`src/rtl/utrap_csr.sv`:
```
module utrap_csr #(
  parameter int XLEN       = 32,
  parameter int CW         = 6,
  parameter bit HALF_ALIGN = 1'b1
) (
  input  logic            clk,
  input  logic            rst_n,
  input  logic            trap_i,
  input  logic            trap_intr_i,
  input  logic [CW-1:0]   trap_code_i,
  input  logic [XLEN-1:0] trap_pc_i,
  input  logic [XLEN-1:0] trap_addr_i,
  input  logic [XLEN-1:0] trap_insn_i,
  input  logic            ret_i,
  output logic [XLEN-1:0] resume_pc_o,
  output logic            resume_vld_o,
  output logic            intr_en_o,
  input  logic            csr_we_i,
  input  logic [2:0]      csr_sel_i,
  input  logic [XLEN-1:0] csr_wdata_i,
  output logic [XLEN-1:0] csr_rdata_o
);
  localparam logic [2:0] SEL_STAT = 3'd0;
  localparam logic [2:0] SEL_SCR  = 3'd1;
  localparam logic [2:0] SEL_EPC  = 3'd2;
  localparam logic [2:0] SEL_CAU  = 3'd3;
  localparam logic [2:0] SEL_TVAL = 3'd4;
  localparam logic [XLEN-1:0] EPC_MASK = {{(XLEN-2){1'b1}}, HALF_ALIGN, 1'b0};

  logic            ie_q, pie_q, cint_q;
  logic [CW-1:0]   ccode_q;
  logic [XLEN-1:0] scr_q, epc_q, tval_q, tval_d;

  wire wr_stat = csr_we_i && (csr_sel_i == SEL_STAT);
  wire wr_scr  = csr_we_i && (csr_sel_i == SEL_SCR);
  wire wr_epc  = csr_we_i && (csr_sel_i == SEL_EPC);
  wire wr_cau  = csr_we_i && (csr_sel_i == SEL_CAU);
  wire wr_tval = csr_we_i && (csr_sel_i == SEL_TVAL);

  always_comb begin
    tval_d = '0;
    if (!trap_intr_i) begin
      case (trap_code_i)
        CW'(0), CW'(1), CW'(3), CW'(4), CW'(5), CW'(6), CW'(7),
        CW'(12), CW'(13), CW'(15): tval_d = trap_addr_i;
        CW'(2):                    tval_d = trap_insn_i;
        default:                   tval_d = '0;
      endcase
    end
  end

  always_ff @(posedge clk) begin
    if (!rst_n) begin
      ie_q  <= 1'b0;
      pie_q <= 1'b0;
    end else if (trap_i) begin
      pie_q <= ie_q;
      ie_q  <= 1'b0;
    end else if (ret_i) begin
      ie_q  <= pie_q;
      pie_q <= 1'b1;
    end else if (wr_stat) begin
      ie_q  <= csr_wdata_i[0];
      pie_q <= csr_wdata_i[4];
    end
  end

  always_ff @(posedge clk) begin
    if (!rst_n) begin
      epc_q   <= '0;
      cint_q  <= 1'b0;
      ccode_q <= '0;
      tval_q  <= '0;
      scr_q   <= '0;
    end else begin
      if (trap_i)      epc_q <= trap_pc_i & EPC_MASK;
      else if (wr_epc) epc_q <= csr_wdata_i & EPC_MASK;

      if (trap_i) begin
        cint_q  <= trap_intr_i;
        ccode_q <= trap_code_i;
      end else if (wr_cau) begin
        cint_q  <= csr_wdata_i[XLEN-1];
        ccode_q <= csr_wdata_i[CW-1:0];
      end

      if (trap_i)       tval_q <= tval_d;
      else if (wr_tval) tval_q <= csr_wdata_i;

      if (wr_scr) scr_q <= csr_wdata_i;
    end
  end

  always_comb begin
    case (csr_sel_i)
      SEL_STAT: csr_rdata_o = XLEN'({pie_q, 3'b000, ie_q});
      SEL_SCR:  csr_rdata_o = scr_q;
      SEL_EPC:  csr_rdata_o = epc_q;
      SEL_CAU:  csr_rdata_o = {cint_q, {(XLEN-1-CW){1'b0}}, ccode_q};
      SEL_TVAL: csr_rdata_o = tval_q;
      default:  csr_rdata_o = '0;
    endcase
  end

  assign resume_pc_o  = epc_q;
  assign resume_vld_o = ret_i;
  assign intr_en_o    = ie_q;
endmodule


```
`config.mk`:
```
export PLATFORM = sky130hd
export DESIGN_NAME = utrap_csr
export DESIGN_NICKNAME = d
export VERILOG_FILES = /design/src/rtl/utrap_csr.sv
export SDC_FILE = /design/constraint.sdc
export NUM_CORES = 1
export LEC_CHECK = 0
export ABC_AREA = 1
export BUFFER_PORTS_ARGS = -buffer_cell sky130_fd_sc_hd__buf_2
export CAP_MARGIN = 20
export CORE_MARGIN = 2
export CORE_UTILIZATION = 51
export CTS_CLUSTER_DIAMETER = 80
export DETAILED_ROUTE_END_ITERATION = 7
export PLACE_DENSITY_LB_ADDON = 0.08
export RECOVER_POWER = 50
export SLEW_MARGIN = 25
export SYNTH_ARGS = -nofsm -noshare
export SYNTH_HDL_FRONTEND = slang
export SYNTH_SLANG_ARGS = --single-unit
```
`constraint.sdc`:
```
create_clock -name clk -period 1.1 [get_ports clk]
set_input_delay 0 -clock clk [delete_from_list [all_inputs] [get_ports clk]]
set_output_delay 0 -clock clk [all_outputs]
set_load 0.01 [all_outputs]
```
==> out/qor.txt <==
Non-Filler Instances: 1330
Syn Nets: 1076
Worst Tran Pin Value: 0.530 ns
post-placement cell area: 7200 µm²
min Tclk post-route: 1.17 ns
Die Wd: 112 µm
reg-to-reg setup timing slack: 0.34 ns
Worst R2R Start: tval_q[28]$_SDFFE_PN0P_
largest net degree at the start of global routing: 46
RSZ-0062 raised after global routing: yes
Slew Limit Fails: 0
Vert. Die Dim: 112 µm
final setup vio count: 3
Routed WL: 20.5 mm
Hold Fails Final Rpt: 2
Synth Area per Inst: 6.33 µm²
number of DRC markers in iteration 0: 431
row count: 39
crit share post-route: 107%
Max-Cap Viols: 0
Hold Crit Class: in -> reg
die area: 12500 µm²
Max Clock Freq: 0.852 GHz
clk buf depth: 2
IO Pins: 209
crit-path max FO: 2
Worst setup endpoint: csr_rdata_o[29]
CTS Root Cell: clkbuf_16
Worst setup EP type: primary output
Req. time, crit path: 1.10 ns
vias: 7155
slew margin rel.: 64.6%
ANT nets after route: 0
n_diodes: 0
vias per inst: 5.38
WHS Path Cells: 5
CP Launch Type: flop
number of buffers created by CTS: 9
overflow left after global routing: 0
status: complete, but fails checks
synthesized cell area: 5900 µm²
DRC violations left: 0
GPL Wtd Cong: 0.902
DR pass1 iterations: 5
post-synthesis sequential area ratio: 35.3%
Core Footprint: 11400 µm²
final total power: 9.30 mW
Post-Place Cells: 1248
VDD IR-drop max: 0.000609 V
hold slack: -0.00599 ns
Layout Skew: 0.00263 ns
GRT Util Overall: 32.8%
final worst slack: -0.0739 ns
post-layout util: 72.0%
H-tree Lvls: 3
clock insertion delay at the later pin of the skew report: 0.35 ns
Setup crit start: tval_q[29]$_SDFFE_PN0P_
Post-Synthesis Cells: 933
first-pass GRT wire length: 33.3 mm
CTS tree: yes
Layout area overhead: 38.7%
Design Area, Final: 8190 µm²
Sink Count: 104
Yosys reg bits: 104
R2R depth: 5
reg2reg end: tval_q[28]$_SDFFE_PN0P_
Synth Warn #: 0
clk slew on worst S/H paths: 0.07 ns
Initial Utilization: 51.9%
leak pwr: 3.98 nW
Crit Path Category: reg -> out
critical path data arrival time: 1.17 ns
initial antenna violation count: 0
number of global-route vias before repair: 6693
failing checks: hold timing, setup timing
Fill cells: 1020
WL per Instance: 15.4 µm
share of cells above drive strength 1: 26.6%
Layout Nets: 1325
HPWL Detailed: 13.7 mm
Unique masters post-synth: 27
Power Density: 1140 nW/µm²
input/output buffers: 206
## worst min-delay path by stage
stage / start / to / slack [ns]
6_report: trap_addr_i[27] / tval_q[27]$_SDFFE_PN0P_ / -0.006
3_5_place_dp: ret_i / resume_vld_o / 0.22
3_3_place_gp: ret_i / resume_vld_o / 0.23
4_1_cts: trap_addr_i[13] / tval_q[13]$_SDFFE_PN0P_ / 0.0004
5_1_grt: trap_addr_i[27] / tval_q[27]$_SDFFE_PN0P_ / 0.02
2_1_floorplan: ret_i / resume_vld_o / 0.09
## synthesized netlist by cell type
master     instances  area [µm²]
nand2_1          274        1030
nor2_1           113         424
dfxtp_1          104        2080
o21ai_0           96         480
nand3_1           78         390
inv_1             51         191
a21oi_1           49         245
buf_2             34         170
nand4_1           33         206
o211ai_1          27         203
clkbuf_1          24        90.1
nor2_2            12        75.1
a21boi_0           6        45.0
o2111ai_1          6        52.6
buf_4              5        37.5
buf_6              5        56.3
inv_2              4        15.0
buf_1              2        7.51
nand3_2            2        20.0
buf_12             1        20.0
buf_8              1        15.0
clkbuf_2           1        5.00
conb_1             1        3.75
inv_4              1        6.26
inv_8              1        11.3
nand2_4            1        11.3
nor2_4             1        11.3
## logic make-up after synthesis
logic type             Yosys count  share of synthesized area (%)
and+or+nand+nor                514                           36.7
AOI/OAI and AO/OA              184                           17.4
buffers and inverters          130                           10.6
DFF                            104                           35.3
other                            1                         0.0635
## flip-flops by register name, summed over array words and instances (netlist names)
signal and cells:
scr_q 32, tval_q 32, resume_pc_o 31, ccode_q 6, cint_q 1, intr_en_o 1, pie_q 1
## layout make-up
type / count / area [µm²] / share of cell area (%)
repair buffers: 311 / 2150 / 26.3
flip-flops and latches: 104 / 2100 / 25.7
inverters: 57 / 224 / 2.74
clock buffers: 11 / 243 / 2.97
well taps: 143 / 179 / 2.19
multi-input cells: 699 / 3230 / 39.5
clock inverters: 5 / 56.3 / 0.688
## critical path, cell delays in order (launching register included)
cell      delay, ns
dfxtp_2        0.32
inv_2          0.03
o211ai_1       0.27
buf_2          0.20
## where the power goes
part	internal, mW	switching, mW	total (mW)
logic	0.851	1.09	1.94
clock network	1.82	1.43	3.26
registers	3.98	0.117	4.10
## per-layer routing
metal  vias up  track usage, %  routed length (µm)
li1       3566               -                   -
met3        32            5.44                1460
met2       325            53.3                9550
met4         0            10.2                 346
met1      3232            44.8                9160
met5         -               0                   0
## per-stage QoR
step	worst slack [ns]	TNS (ns)
after floorplan	0.169	0
after global placement	0.0137	0
after detailed placement	-0.0132	-0.0304
after CTS	-0.0829	-0.0894
after global routing	-0.104	-2.88
final	-0.0739	-0.0885
## cell usage in the layout (no fill, tap or decap), types with 2 or more instances in the layout
cell           count
a21boi_0           6
inv_1             40
clkbuf_16          9
clkinv_2           2
nand2_2            2
o211ai_1          27
nand3_1           78
inv_2             15
dlygate4sd3_1     64
buf_12            13
dfxtp_2           15
o21ai_0           95
o2111ai_2          5
nand3_2            2
a21oi_1           49
nor2_1           111
buf_2            203
clkbuf_2           3
nand4_1           33
nand2_1          273
buf_4             22
buf_8              2
dfxtp_1           88
nor2_2            14
clkbuf_1           4
## timing repair
item | in CTS | in global routing
endpoints found under the hold margin | 69 | 0
buffers inserted | 1 | 1
setup endpoints to repair | 6 | 32
gates resized for setup | 9 | 33
hold buffers | 64 | 0
pin swaps | 4 | 14
Power figures use the tool's default switching activity.
